$ cat config.mk
export PLATFORM = sky130hd
export DESIGN_NAME = acc_flag_gen
export DESIGN_NICKNAME = d
export VERILOG_FILES = /design/src/rtl/acc_flag_pkg.sv /design/src/rtl/acc_flag_rstsync.sv /design/src/rtl/acc_flag_carry.sv /design/src/rtl/acc_flag_ovf.sv /design/src/rtl/acc_flag_shape.sv /design/src/rtl/acc_flag_gen.sv
export SDC_FILE = /design/constraint.sdc
export NUM_CORES = 1
export LEC_CHECK = 0
export ABC_CLOCK_PERIOD_IN_PS = 2000
export CAP_MARGIN = 40
export CELL_PAD_IN_SITES_DETAIL_PLACEMENT = 2
export CELL_PAD_IN_SITES_GLOBAL_PLACEMENT = 2
export CORE_UTILIZATION = 10
export DETAILED_ROUTE_END_ITERATION = 10
export PLACE_DENSITY_LB_ADDON = 0.1
export SLEW_MARGIN = 20
export SYNTH_ARGS = -nofsm -noshare
export SYNTH_HDL_FRONTEND = slang
export SYNTH_SLANG_ARGS = --single-unit
$ cat constraint.sdc
create_clock -name clk -period 2 [get_ports clk]
set_clock_uncertainty 0.2 [all_clocks]
set_input_delay 0.4 -clock clk [delete_from_list [all_inputs] [get_ports clk]]
set_output_delay 0.4 -clock clk [all_outputs]
set_load 0.05 [all_outputs]
$ cat src/rtl/acc_flag_pkg.sv
package acc_flag_pkg;

  typedef enum logic [2:0] {
    CS_KEEP  = 3'd0,
    CS_CLR   = 3'd1,
    CS_ADD   = 3'd2,
    CS_SUB   = 3'd3,
    CS_MIXED = 3'd4,
    CS_NDNR  = 3'd5,
    CS_DNR   = 3'd6,
    CS_KEEP2 = 3'd7
  } carry_sel_e;

  typedef enum logic [2:0] {
    VS_KEEP = 3'd0,
    VS_CLR  = 3'd1,
    VS_ADD  = 3'd2,
    VS_SUB  = 3'd3,
    VS_DR   = 3'd4,
    VS_NDR  = 3'd5,
    VS_R    = 3'd6,
    VS_DNR  = 3'd7
  } ovf_sel_e;

  typedef enum logic [1:0] {
    ZS_KEEP  = 2'd0,
    ZS_ALL   = 2'd1,
    ZS_MID   = 2'd2,
    ZS_KEEP2 = 2'd3
  } zero_sel_e;

  typedef enum logic [1:0] {
    NS_KEEP  = 2'd0,
    NS_WIDE  = 2'd1,
    NS_WORD  = 2'd2,
    NS_KEEP2 = 2'd3
  } neg_sel_e;

  typedef struct packed {
    logic c;
    logic v;
    logic sv;
    logic z;
    logic n;
    logic e;
    logic u;
  } flag_set_t;

  function automatic logic add_carry(input logic d, input logic s, input logic r);
    return (d & s) | (~r & (d | s));
  endfunction

  function automatic logic sub_carry(input logic d, input logic s, input logic r);
    return (d & ~s) | (~r & (d | ~s));
  endfunction

endpackage

$ cat src/rtl/acc_flag_rstsync.sv
module acc_flag_rstsync #(
  parameter int STAGES = 2
) (
  input  logic clk,
  input  logic rst_n,
  output logic rst_q_n
);
  logic [STAGES-1:0] chain_q;

  always_ff @(posedge clk or negedge rst_n) begin
    if (!rst_n) chain_q <= '0;
    else        chain_q <= {chain_q[STAGES-2:0], 1'b1};
  end

  assign rst_q_n = chain_q[STAGES-1];
endmodule

$ cat src/rtl/acc_flag_carry.sv
module acc_flag_carry
  import acc_flag_pkg::*;
(
  input  logic       cur,
  input  logic [2:0] sel,
  input  logic       d_top,
  input  logic       s_top,
  input  logic       s_half,
  input  logic       r_top,
  output logic       nxt
);
  always_comb begin
    unique case (carry_sel_e'(sel))
      CS_CLR:   nxt = 1'b0;
      CS_ADD:   nxt = add_carry(d_top, s_top, r_top);
      CS_SUB:   nxt = sub_carry(d_top, s_top, r_top);
      CS_MIXED: nxt = (d_top ^ s_half) ? add_carry(d_top, s_half, r_top)
                                       : sub_carry(d_top, s_half, r_top);
      CS_NDNR:  nxt = ~d_top & ~r_top;
      CS_DNR:   nxt = d_top & ~r_top;
      default:  nxt = cur;
    endcase
  end
endmodule

$ cat src/rtl/acc_flag_ovf.sv
module acc_flag_ovf
  import acc_flag_pkg::*;
(
  input  logic       cur,
  input  logic [2:0] sel,
  input  logic       d_top,
  input  logic       s_top,
  input  logic       r_top,
  output logic       nxt
);
  always_comb begin
    unique case (ovf_sel_e'(sel))
      VS_CLR:  nxt = 1'b0;
      VS_ADD:  nxt = (d_top & s_top & ~r_top) | (~d_top & ~s_top & r_top);
      VS_SUB:  nxt = (d_top & ~s_top & ~r_top) | (~d_top & s_top & r_top);
      VS_DR:   nxt = d_top & r_top;
      VS_NDR:  nxt = ~d_top & r_top;
      VS_R:    nxt = r_top;
      VS_DNR:  nxt = d_top & ~r_top;
      default: nxt = cur;
    endcase
  end
endmodule

$ cat src/rtl/acc_flag_shape.sv
module acc_flag_shape
  import acc_flag_pkg::*;
#(
  parameter int WIDE_W = 40,
  parameter int WORD_W = 32,
  parameter int HALF_W = 16
) (
  input  logic [WIDE_W-1:0] res,
  input  logic [1:0]        z_sel,
  input  logic [1:0]        n_sel,
  input  logic              e_upd,
  input  logic              u_upd,
  input  logic              z_cur,
  input  logic              n_cur,
  input  logic              e_cur,
  input  logic              u_cur,
  output logic              z_nxt,
  output logic              n_nxt,
  output logic              e_nxt,
  output logic              u_nxt
);
  localparam int EXT_W = WIDE_W - WORD_W + 1;

  logic [EXT_W-1:0] ext_field;
  logic             ext_bad;

  assign ext_field = res[WIDE_W-1:WORD_W-1];
  assign ext_bad   = ~((&ext_field) | ~(|ext_field));

  always_comb begin
    unique case (zero_sel_e'(z_sel))
      ZS_ALL:  z_nxt = ~(|res);
      ZS_MID:  z_nxt = ~(|res[WORD_W-1:HALF_W]);
      default: z_nxt = z_cur;
    endcase

    unique case (neg_sel_e'(n_sel))
      NS_WIDE: n_nxt = res[WIDE_W-1];
      NS_WORD: n_nxt = res[WORD_W-1];
      default: n_nxt = n_cur;
    endcase

    e_nxt = e_upd ? ext_bad : e_cur;
    u_nxt = u_upd ? ~(res[WORD_W-1] ^ res[WORD_W-2]) : u_cur;
  end
endmodule

$ cat src/rtl/acc_flag_gen.sv
module acc_flag_gen
  import acc_flag_pkg::*;
#(
  parameter int WIDE_W = 40,
  parameter int WORD_W = 32,
  parameter int HALF_W = 16,
  parameter int SYNC_STAGES = 2
) (
  input  logic              clk,
  input  logic              rst_n,
  input  logic              upd_en,
  input  logic              sv_clr,
  input  logic [WIDE_W-1:0] dst,
  input  logic [WIDE_W-1:0] src,
  input  logic [WIDE_W-1:0] res,
  input  logic [2:0]        c_sel,
  input  logic [2:0]        v_sel,
  input  logic [1:0]        z_sel,
  input  logic [1:0]        n_sel,
  input  logic              e_upd,
  input  logic              u_upd,
  output logic              flag_c,
  output logic              flag_v,
  output logic              flag_sv,
  output logic              flag_z,
  output logic              flag_n,
  output logic              flag_e,
  output logic              flag_u
);
  localparam int TOP = WIDE_W - 1;
  localparam int HMS = HALF_W - 1;
  localparam int EXT_W = WIDE_W - WORD_W + 1;

  logic      rst_q_n;
  flag_set_t st_q, st_nxt, rule_nxt;
  logic      st_upd;

  acc_flag_rstsync #(.STAGES(SYNC_STAGES)) u_rsync (
    .clk(clk), .rst_n(rst_n), .rst_q_n(rst_q_n)
  );

  acc_flag_carry u_carry (
    .cur(st_q.c), .sel(c_sel), .d_top(dst[TOP]), .s_top(src[TOP]),
    .s_half(src[HMS]), .r_top(res[TOP]), .nxt(rule_nxt.c)
  );

  acc_flag_ovf u_ovf (
    .cur(st_q.v), .sel(v_sel), .d_top(dst[TOP]), .s_top(src[TOP]),
    .r_top(res[TOP]), .nxt(rule_nxt.v)
  );

  acc_flag_shape #(.WIDE_W(WIDE_W), .WORD_W(WORD_W), .HALF_W(HALF_W)) u_shape (
    .res(res), .z_sel(z_sel), .n_sel(n_sel), .e_upd(e_upd), .u_upd(u_upd),
    .z_cur(st_q.z), .n_cur(st_q.n), .e_cur(st_q.e), .u_cur(st_q.u),
    .z_nxt(rule_nxt.z), .n_nxt(rule_nxt.n), .e_nxt(rule_nxt.e), .u_nxt(rule_nxt.u)
  );

  assign rule_nxt.sv = st_q.sv | rule_nxt.v;

  // next-state: enable gates rule results, clear overrides sticky set
  always_comb begin
    st_nxt = upd_en ? rule_nxt : st_q;
    if (sv_clr) st_nxt.sv = 1'b0;
  end

  assign st_upd = upd_en | sv_clr;

  always_ff @(posedge clk or negedge rst_q_n) begin
    if (!rst_q_n)    st_q <= '0;
    else if (st_upd) st_q <= st_nxt;
  end

  assign flag_c  = st_q.c;
  assign flag_v  = st_q.v;
  assign flag_sv = st_q.sv;
  assign flag_z  = st_q.z;
  assign flag_n  = st_q.n;
  assign flag_e  = st_q.e;
  assign flag_u  = st_q.u;

  // without enable only sticky may move
  a_r11_hold_when_idle: assert property (@(posedge clk) disable iff (!rst_q_n)
    !upd_en |=> $stable({flag_c, flag_v, flag_z, flag_n, flag_e, flag_u}));

  // sticky never falls without a clear
  a_r6_sticky_no_drop: assert property (@(posedge clk) disable iff (!rst_q_n)
    flag_sv && !sv_clr |=> flag_sv);

  // an overflow seen on an enabled edge is collected
  a_r6_sticky_collects: assert property (@(posedge clk) disable iff (!rst_q_n)
    upd_en && !sv_clr |=> (!flag_v || flag_sv));

  // extension follows the 9-bit window of the last result
  a_r9_ext_window: assert property (@(posedge clk) disable iff (!rst_q_n)
    upd_en && e_upd |=> flag_e == (($past(res[TOP:WORD_W-1]) != {EXT_W{1'b0}}) &&
                                   ($past(res[TOP:WORD_W-1]) != {EXT_W{1'b1}})));

  // unnormalized is set when bits 31 and 30 agree
  a_r10_unnorm: assert property (@(posedge clk) disable iff (!rst_q_n)
    upd_en && e_upd && u_upd |=> flag_u == ($past(res[WORD_W-1]) == $past(res[WORD_W-2])));

  // clear wins over set
  a_r6_clear_wins: assert property (@(posedge clk) disable iff (!rst_q_n)
    sv_clr |=> !flag_sv);
endmodule

Yosys cells after proc, flatten, opt, wreduce, memory -nomap -nowiden. Cells that the tools add are included. Widths: inputs -> output; s select.

Output and inout bits: 7. Bits of input ports: 136. Bits in registers: 9. Logic and storage cells: 91.

Bitwise operators: 42. Equal/unequal tests: 17. Reductions and logical operators: 15. Mux-type cells: 9.

Operators by type and width (count): $reduce_or 40->1 (1); $eq 3x3->1 const B (7); $and 1x1->1 (18); $reduce_or 16->1 (1); $reduce_and 3->1 (5); $or 1x1->1 (13); $eq 3x2->1 const B (4); $not 1->1 (9); $reduce_and 9->1 (1); $reduce_or 9->1 (1); $pmux 1 s7 (1); $eq 3x1->1 const B (2); $pmux 1 s6 (1); $reduce_bool 2->1 (3); $reduce_bool 6->1 (1); $mux 5 (1); $eq 2x1->1 const B (2); $eq 2x2->1 const B (2); $mux 1 (4); $pmux 1 s2 (2); $reduce_and 2->1 (2); $xor 1x1->1 (2).

Logic depth before layout (Yosys ltp).
Depth after elaboration: 8. Gate-level depth with buffers: 7. Gate-level depth less buffers: 7.

Hierarchy. Synthesis repeated with hierarchy kept, for this count alone.

Cells, all modules: 93. Area, all modules: 862.1 µm².

Modules (own cells, without submodules): acc_flag_gen (cells each 16, instances 1, area an instance 285.3 µm², seq. area each 175.2 µm²); acc_flag_shape (cells each 38, instances 1, area an instance 262.8 µm², seq. area each 0.0 µm²); acc_flag_carry (cells each 22, instances 1, area an instance 168.9 µm², seq. area each 0.0 µm²); acc_flag_ovf (cells each 14, instances 1, area an instance 91.3 µm², seq. area each 0.0 µm²); acc_flag_rstsync (cells each 3, instances 1, area an instance 53.8 µm², seq. area each 50.0 µm²).

Worst setup path before layout. No wires, ideal clock.

Path type: in2reg. From: input port dst[39]. To: register st_q, in the netlist flag_c. Arrival: 1.465 ns. Stages: 6. Path buffers: 1. Slack: 0.212 ns. Setup time: 0.124 ns. Cells stage by stage: buf_6 inv_1 ha_1 o311ai_0 o21ai_0 a211o_1.

Longest elaborated chain between the ends: 5. Elaborated cells on any way between the ends: 22.

RTL lines: from (decl) (line acc_flag_gen.sv:13) `input logic [WIDE_W-1:0] dst,`; $or 1x1->1 (on tied branches) (line acc_flag_pkg.sv:54, acc_flag_pkg.sv:50); $and 1x1->1 (on tied branches) (line acc_flag_pkg.sv:54, acc_flag_pkg.sv:50); $or 1x1->1 (on tied branches) (line acc_flag_pkg.sv:54, acc_flag_pkg.sv:50); $mux 1 (line acc_flag_carry.sv:17) `CS_MIXED: nxt = (d_top ^ s_half) ? add_carry(d_top, s_half, r_top)`; $pmux 1 s6 * (line acc_flag_carry.sv:13) `unique case (carry_sel_e'(sel))`; to (signal assigned) (line acc_flag_gen.sv:70) `else if (st_upd) st_q <= st_nxt;`; to (decl) (line acc_flag_gen.sv:35) `flag_set_t st_q, st_nxt, rule_nxt;`.

Mark *: on every way between the ends. The rest lies on a longest branch, timed or not. A chain may end at the register's enable or synchronous reset.

Worst setup path after layout.
From: input port src[15]. To: register st_q, in the netlist flag_c.

Longest elaborated chain between the ends: 6. Elaborated cells on any way between the ends: 12.

RTL lines: from (decl) (line acc_flag_gen.sv:14) `input logic [WIDE_W-1:0] src,`; $not 1->1 (line acc_flag_pkg.sv:54) `return (d & ~s) | (~r & (d | ~s));`; $or 1x1->1 (line acc_flag_pkg.sv:54); $and 1x1->1 (line acc_flag_pkg.sv:54); $or 1x1->1 (line acc_flag_pkg.sv:54); $mux 1 * (line acc_flag_carry.sv:17); $pmux 1 s6 * (line acc_flag_carry.sv:13).

Marks and branches as above.

==> results by group <==
Run status
  – Outcome: completed

Detailed routing
  – WL met2: 1.840 mm
  – Total routed wirelength: 3.406 mm
  – Met3 wire length: 277 µm
  – DR vias: 1,050
  – Vias per inst: 3.763
  – Final ANT Viol Nets: 0
  – First DRT Iteration DRCs: 5
  – DR top layer: met3
  – WL/cell: 12.21 µm
  – DRC viols: 0
  – M1 WL: 1.288 mm
  – TritonRoute pass-1 iters: 3

Clock network
  – H-tree lvl count: 1
  – Num Clock Sinks: 9
  – Root Driver: clkbuf_8
  – Post-CTS Setup Repair Bufs: 0
  – Clock tree buffer depth: 2
  – Clk pin slew, worst setup/hold paths: 50 ps
  – Clk_lat worst skew: 230 ps
  – CTS tree: yes
  – CTS buffer count: 3

Synthesis
  – Post-synthesis async set-or-reset flop share: 100.0%
  – Synth Instances: 98
  – Sequential cell area fraction in the yosys report: 28.89%
  – Syn_area_per_cell: 7.954 µm²
  – Distinct cells, synth: 29
  – Number of synthesized flops with an enable pin: 0
  – Synth Flop Type: dfrtp_1
  – YS warnings: 0
  – Yosys reg bits: 9
  – Syn Nets: 241
  – Post-synth design cell area: 779.5 µm²

Min path
  – Worst min-delay path class: in -> async

Setup path
  – Setup slack, reg-to-reg: 800 ps
  – Setup CP Type: in -> reg
  – CP arrival: 1890 ps
  – FF-to-FF path depth: 3
  – Critical path data required time: 1910 ps
  – Crit-path max FO: 2
  – Worst setup EP type: flip-flop
  – Worst r2r src: flag_c
  – Critical R2R Capture: flag_c
  – CP startpoint kind: input pin

Pwr
  – Pwr dens: 447.9 mW/mm²
  – Leak Pwr: 0.7086 nW
  – Clock power frac: 28.2%
  – Switch Pwr: 244.6 µW
  – Max rail drop VDD: 214.1 µV
  – Internal power: 519.3 µW
  – Comb pwr share: 43.6%
  – Sw frac: 32.02%
  – Sequential Power Share: 28.2%
  – Tot Pwr: 763.9 µW

Timing
  – Unrepaired setup endpoints after global routing: yes
  – Final setup fails: 0
  – Setup slack after layout: 21.82 ps
  – Final Max Slew Viols: 0
  – Final critical-path share of the clock period: 98.91%
  – Post-layout min period: 1978 ps
  – Final Hold Fails: 0
  – Fmax: 505.5 MHz
  – Post-route setup TNS: 0 ps

GRT
  – Vias in the first global route: 1,253
  – Largest net degree at the start of global routing: 11
  – Initial antenna violation count: 0
  – GRT Util Overall: 8.688%
  – Total gr overflow: 0
  – First-pass GRT wire length: 5.658 mm

Layout
  – N_diodes: 0
  – Final Util: 23.02%
  – Fin area: 0.001705 mm²
  – FILL cells: 858
  – Final #Nets: 324
  – Share of cells above drive strength 1: 16.67%
  – Syn-to-layout area delta: 118.8%

Floorplanning
  – Initial core utilization: 10.52%
  – Die Height: 90.29 µm
  – Row cnt: 31
  – DIE AREA: 0.008152 mm²
  – Core area: 0.007408 mm²
  – Io pins: 143
  – Die X: 90.29 µm

Place
  – Port bufs: 65
  – HPWL Detailed: 3.080 mm
  – Gpl congestion: 0.7115
  – Dpl ws: -390.7 ps
  – DP Area: 0.001619 mm²

Run
  – Max-cap viol count: 0
## layout by cell type (no fill, tap or decap), types with 2 or more instances in the layout
cell type,n
inv_1,12
nand2_1,11
buf_4,20
nor4_1,8
mux2i_1,2
a21oi_1,3
nand4_1,5
nor2_1,9
a211o_1,2
dfrtp_1,9
clkbuf_8,3
ha_1,7
clkdlybuf4s50_1,56
o21ai_0,8
xor2_1,2
## logic make-up (layout without fill, tap and decap cells)
group | after synthesis | count (layout) | share of synthesized area [%]
simple gates | 38 | 38 | 24.24
compound gates | 24 | 24 | 20.39
buf+inv | 14 | 96 | 8.667
flops | 9 | 9 | 28.89
fa+ha+maj | 8 | 8 | 12.52
xor+xnor | 2 | 2 | 2.248
mux | 2 | 2 | 2.568
other cells | 1 | 1 | 0.4811
## synth_stat cells, types with 2 or more instances
master | count | area [µm²]
nor2_1 | 9 | 33.78
nor4_1 | 9 | 56.30
a211o_1 | 2 | 17.52
ha_1 | 7 | 87.58
mux2i_1 | 2 | 20.02
a21oi_1 | 3 | 15.01
buf_6 | 2 | 22.52
nand2_1 | 11 | 41.29
inv_1 | 12 | 45.04
nand4_1 | 5 | 31.28
xor2_1 | 2 | 17.52
o21ai_0 | 9 | 45.04
dfrtp_1 | 9 | 225.2
## per-stage QoR
stage,std cells,hold WS [ps]
6_report,279,131.7
3_3_place_gp,274,-51.65
4_1_cts,279,128.1
3_5_place_dp,274,-51.50
2_1_floorplan,98,-118.5
5_1_grt,279,132.5
## how the worst max path moves through the flow
stage / startpoint / endpoint / slack [ps]
after floorplan: dst[39] / flag_c / 210
after global placement: src[15] / flag_c / -340
after detailed placement: src[15] / flag_c / -390
after CTS: src[15] / flag_c / 10
after global routing: src[15] / flag_c / -30
final: src[15] / flag_c / 20
## layer usage
layer	up-vias	global-route usage, %
li1	518	-
met1	493	9.096
met2	39	16.79
met3	0	3.367
met4	0	0.8065
met5	-	0
## timing repair
item                                    4_1_cts  5_1_grt
endpoints found under the setup margin        4        4
pin swaps                                     1        2
hold endpoints to repair                      7        0
gates resized for setup                       6        3
hold buffers                                  1        0
## state kept, by name (all words and copies together) (netlist names)
signal / count
flag_v: 1
flag_e: 1
flag_z: 1
flag_sv: 1
flag_u: 1
flag_n: 1
flag_c: 1
u_rsync.chain_q: 2
## critical path, cell delays in order
cell and delay (ps):
clkdlybuf4s50_1 480, inv_1 70, ha_1 330, o311ai_2 230, o21ai_1 110, a211o_1 270
## final cells by class
| type | count | area, µm² | share of cell area (%) |
|---|---|---|---|
| clock buffers | 4 | 45.04 | 2.641 |
| well taps | 99 | 123.9 | 7.263 |
| multi-input cells | 75 | 513.0 | 30.08 |
| flip-flops and latches | 9 | 225.2 | 13.21 |
| inverters | 12 | 45.04 | 2.641 |
| repair buffers | 80 | 753.2 | 44.17 |
## power groups by stage
stage                     Clock [mW]  Sequential (mW)  Combinational (mW)
final                          0.215            0.216               0.333
after global routing           0.237            0.219               0.364
after CTS                      0.230            0.217               0.340
after detailed placement           0            0.222               0.329
after global placement             0            0.222               0.319
after floorplan                    0            0.279              0.0692
(Power assumes the default switching activity.)
